`src/rtl/ter_monitor.sv`:
```
module ter_monitor #(
  parameter int WIN_W  = 16,
  parameter int CNT_W  = 16,
  parameter int DATA_W = 32
) (
  input  logic              clk,
  input  logic              rst_n,
  input  logic              active,
  input  logic              err_flag,
  input  logic [WIN_W-1:0]  win_len,
  input  logic              rd_en,
  input  logic [1:0]        rd_addr,
  output logic [DATA_W-1:0] rd_data
);
  localparam int MW = ((CNT_W > WIN_W) ? CNT_W : WIN_W) + 2;

  logic [WIN_W-1:0] cyc_cnt, win_q;
  logic [CNT_W-1:0] err_cnt, count_q;
  logic [1:0]       class_q, class_new;
  logic             valid_q, dirty_q;

  wire              enabled   = (win_len != '0);
  wire              first     = (cyc_cnt == '0);
  wire [WIN_W-1:0]  eff_len   = first ? win_len : win_q;
  wire              dirty_now = dirty_q | (!first && (win_len != win_q));
  wire              pub       = enabled && active && (cyc_cnt == eff_len - WIN_W'(1));
  wire [CNT_W-1:0]  err_next  = (err_flag && !(&err_cnt)) ? err_cnt + CNT_W'(1) : err_cnt;

  wire [MW-1:0] e3 = MW'(err_next) + MW'({err_next, 1'b0});
  wire [MW-1:0] w1 = MW'(eff_len);
  wire [MW-1:0] w2 = MW'({eff_len, 1'b0});

  always_comb begin
    if (dirty_now || (&err_next)) class_new = 2'd3;
    else if (err_next == '0)      class_new = 2'd0;
    else if (e3 <= w1)            class_new = 2'd1;
    else if (e3 <= w2)            class_new = 2'd2;
    else                          class_new = 2'd3;
  end

  always_ff @(posedge clk) begin
    if (!rst_n) begin
      cyc_cnt <= '0;
      win_q   <= '0;
      err_cnt <= '0;
      dirty_q <= 1'b0;
      count_q <= '0;
      class_q <= 2'd3;
    end else if (!enabled) begin
      cyc_cnt <= '0;
      err_cnt <= '0;
      dirty_q <= 1'b0;
      class_q <= 2'd3;
    end else if (active && pub) begin
      cyc_cnt <= '0;
      err_cnt <= '0;
      dirty_q <= 1'b0;
      count_q <= err_next;
      class_q <= class_new;
    end else if (active) begin
      cyc_cnt <= cyc_cnt + WIN_W'(1);
      err_cnt <= err_next;
      dirty_q <= dirty_now;
      if (first) win_q <= win_len;
    end else begin
      dirty_q <= dirty_now;
    end
  end

  always_ff @(posedge clk) begin
    if (!rst_n)                            valid_q <= 1'b0;
    else if (pub)                          valid_q <= 1'b1;
    else if (rd_en && rd_addr == 2'd0)     valid_q <= 1'b0;
  end

  always_ff @(posedge clk) begin
    if (!rst_n) rd_data <= '0;
    else if (rd_en) begin
      case (rd_addr)
        2'd0:    rd_data <= DATA_W'({valid_q, 6'd0, class_q});
        2'd1:    rd_data <= DATA_W'(count_q);
        default: rd_data <= '0;
      endcase
    end
  end
endmodule

```
`config.mk`:
```
export PLATFORM = sky130hd
export DESIGN_NAME = ter_monitor
export DESIGN_NICKNAME = d
export VERILOG_FILES = /design/src/rtl/ter_monitor.sv
export SDC_FILE = /design/constraint.sdc
export NUM_CORES = 1
export LEC_CHECK = 0
export CAP_MARGIN = 15
export CORE_MARGIN = 4
export CORE_UTILIZATION = 40
export CTS_CLUSTER_DIAMETER = 60
export DETAILED_ROUTE_END_ITERATION = 7
export GPL_TIMING_DRIVEN = 0
export PLACE_DENSITY_LB_ADDON = 0.08
export SYNTH_ARGS = -nofsm -noshare
export SYNTH_HDL_FRONTEND = slang
export SYNTH_SLANG_ARGS = --single-unit
```
`constraint.sdc`:
```
create_clock -name clk -period 7.5 [get_ports clk]
set_clock_uncertainty 0.2 [all_clocks]
set_input_delay 1.5 -clock clk [delete_from_list [all_inputs] [get_ports clk]]
set_output_delay 1.5 -clock clk [all_outputs]
set_load 0.01 [all_outputs]
```
==> results of run 1 <==
-- layout make-up --
type                            count  area share (%)
Clock buffer                       10           3.097
Inverter                           26           1.265
Timing Repair Buffer               36           4.670
Buffer                             58           4.329
Sequential cell                    84           21.79
Multi-Input combinational cell    661           60.35
Tap cell                          220           3.567
Clock inverter                      6          0.9243
-- state kept, by name, summed over array words and instances (netlist names) --
register	count
count_q	16
cyc_cnt	16
err_cnt	16
rd_data	16
win_q	16
class_q	2
dirty_q	1
valid_q	1
-- metrics by stage --
stage                     hold WS [ns]  total power [mW]  util, %  instances  worst slack (ns)
after floorplan                 0.2239            0.6685        -        829             1.447
after detailed placement        0.2765            0.7538    44.82       1085            0.5773
after global placement          0.2502            0.7477    44.82       1085            0.6220
after global routing            0.3284             1.274    46.69       1101            0.3375
final                           0.2908             1.213    46.69       1101            0.8849
after CTS                       0.2909             1.224    46.69       1101            0.9206
-- per-layer routing --
layer	routed length (um)	up-vias	GRT usage (%)
li1	-	3041	-
met4	480	0	7.705
met5	0	-	0
met2	9244	137	35.14
met3	775	28	3.178
met1	8506	2817	25.60
-- cells by family (layout without fill, tap and decap cells) --
group / Yosys count / in the layout / synth area share [%]
simple gates: 294 / 294 / 23.07
compound gates: 157 / 157 / 15.77
xor+xnor: 94 / 94 / 12.54
flops: 84 / 84 / 25.05
buf+inv: 84 / 136 / 6.429
fa+ha+maj: 56 / 56 / 10.42
mux: 44 / 44 / 6.671
other cells: 1 / 16 / 0.05585
-- final timing paths --
kind,end,cells after the start
min,valid_q,2
max reg2reg,class_q[0],25
max,class_q[0],23
min reg2reg,valid_q,2
-- cell usage after synthesis, types with 2 or more instances --
library cell	instances	area share, %
nor3b_1	3	0.34
or4_1	5	0.56
nor4_1	12	1.1
o211ai_1	3	0.34
mux2_2	3	0.50
nor4b_1	6	0.78
a21boi_0	2	0.22
o21bai_1	3	0.34
nand2_1	41	2.3
and2_1	8	0.75
xnor2_1	39	5.1
a211oi_1	7	0.78
or2_2	2	0.19
a31oi_1	3	0.28
nor3_1	24	1.8
and3_1	13	1.2
inv_1	25	1.4
and4_1	8	1.0
o41ai_1	2	0.26
buf_4	18	2.0
o31ai_1	4	0.45
clkbuf_1	24	1.3
a21o_1	10	1.1
a21oi_1	55	4.1
nand2b_1	4	0.37
nor2b_1	19	1.8
a21bo_2	2	0.30
mux2i_1	40	6.0
o21a_1	10	1.1
nand4_1	30	2.8
nor4bb_1	3	0.45
ha_1	55	10
nor2_1	86	4.8
dfxtp_1	84	25
buf_2	11	0.82
o22ai_1	6	0.56
xor2_1	54	7.0
buf_6	3	0.50
o21ai_0	16	1.2
a311oi_1	18	2.3
nand3_1	24	1.8
-- critical path: stages --
cell and delay (ns):
clkbuf_1 0.31, and3_1 0.25, nand2_1 0.08, nor2_1 0.32, and3_1 0.25, and3_1 0.16
clkbuf_1 0.22, xor2_1 0.39, ha_1 0.37, a21oi_1 0.26, nand2_1 0.08, a31oi_1 0.22
a21boi_0 0.33, o21bai_1 0.10, a21oi_1 0.19, xnor2_1 0.14, ha_1 0.32, nand4_1 0.07
or4_1 0.51, o22ai_1 0.13, o21bai_1 0.08, nor4b_1 0.26, a21oi_1 0.11
-- report_power, final --
part	internal (mW)	switching, mW	total, mW
clock	0.269	0.196	0.466
sequential	0.457	0.0158	0.472
combinational	0.113	0.162	0.275
total	0.839	0.374	1.21
==> results by group, run 1 <==
Global route
  – GRT Total Usage: about a fifth
  – Initial antenna violation count: 0
  – Global-route wire length before repair: 30.29 mm
  – Total congestion overflow: 0
  – Largest net degree at the start of global routing: 16
  – Vias in the first global route: 5825

Timing
  – Setup TNS: 0 ns
  – Crit share post-route: between 80% and 90%
  – Final setup violation count: 0
  – Unrepaired setup endpoints after global routing: false
  – Maximum clock frequency: between 150 and 200 MHz
  – Slew headroom: between 30 and 40%
  – Worst slew pin tran: ~0.89 ns
  – Minimum clock period: about 6.6 ns
  – Slew Limit Fails: 0
  – Final hold violation count: 0

Yosys
  – Async S/R FF share, synth: 0%
  – Sequential area share after synthesis: 25.05%
  – Post-synth EDFFs: 0
  – Main synth FF type: dfxtp_1
  – Synthesis Warnings: 0
  – Post-synth cell types: 70
  – Syn avg cell area: 8.248 um^2
  – Synthesized instance count: 814
  – Syn Std Cell Area: 6714 um^2
  – Post-synthesis register bit count: 84

Clock tree
  – Setup Buffers After CTS: 0
  – Clock transition at the registers of the reported paths: 0.06 ns
  – CTS HTree Levels: 3
  – Total CTS buffers: 9
  – Clk buf depth: 2
  – CTS tree: built
  – CTS root buf: clkbuf_16
  – Cts repair resizes: 0
  – Worst-Skew Late Latency: 0.35 ns
  – TritonCTS Sinks: between 80 and 90
  – Hold-fix buffers, CTS: 0

Finish
  – Share of cells above drive strength 1: 7.719%
  – Register Area: 1682 um^2
  – # fillers: 1662
  – Area Growth Syn to Fin: 14.93%
  – Most frequent cells in the layout: nor2_1, dfxtp_1, a21oi_1, ha_1, xor2_1
  – # diodes: 0
  – Most common cell after layout, fill and taps aside: nor2_1
  – Post-layout instance area: 7716 um^2
  – Multi-input gate area: 4657 um^2
  – Nets: 954

Place
  – Post-DP Area: 7406 um^2
  – Port Buffers: 36
  – HPWL after detailed placement: 15.06 mm
  – Placer Congestion: 0.8786

Route
  – Routed WL per cell: between 15 and 20 um
  – Post-Route WL: 19.01 mm
  – Router iterations before antenna repair: 5
  – # DRC: 0
  – First DRT Iteration DRCs: 415
  – Vias per cell: 5.470
  – DRT antenna net count: 0
  – Via count: around 6000

Worst setup path
  – CP max FO: 10
  – Reg-to-reg slack, setup: 0.88 ns
  – CP Capture Type: flop
  – Worst setup path startpoint: err_flag
  – Reg2reg start: err_cnt[0]
  – Crit path arrival time: 6.65 ns
  – Setup CP Type: input pin to flop
  – Required time worst endpoint: 7.53 ns
  – Worst setup SP type: input pin

Pwr
  – Maximum VDD drop: 0.1096 mV
  – Leak: 3.203 nW
  – PwrDens: 157.3 nW/um^2

Die
  – Core ar.: 16520 um^2
  – Die width: about 140 um
  – Die ar.: 18920 um^2
  – # IOs: 55
  – Die Y-Extent: approximately 140 um
  – Row count: 47
  – Initial Utilization: 40.63%

Min path
  – Min-Delay Startpoint: valid_q
  – Hold WC Path Type: flop to flop

Flow run
  – Max-cap violations: 0

Outcome
  – Outcome: finished, final reports clean
Power figures use the tool's default switching activity.
==> run 2: changes to the inputs <==
==> constraint.sdc (replaced) <==
create_clock -name clk -period 7.2 [get_ports clk]
set_clock_uncertainty 0.2 [all_clocks]
set_input_delay 1.44 -clock clk [delete_from_list [all_inputs] [get_ports clk]]
set_output_delay 1.44 -clock clk [all_outputs]
set_load 0.01 [all_outputs]
==> results of run 2 <==
The final DEF is identical to that of run 1. Status: finished, final reports clean.
Among the figures that moved: setup slack after placement 0.5773 ns -> 0.3373 ns; setup slack after layout 0.8849 ns -> 0.5915 ns; start point of the critical path err_flag -> err_cnt[0]; register-to-register setup slack 0.88 ns -> 0.59 ns; total power 1.213 mW -> 1.264 mW; worst IR drop on VDD 0.1096 mV -> 0.1142 mV
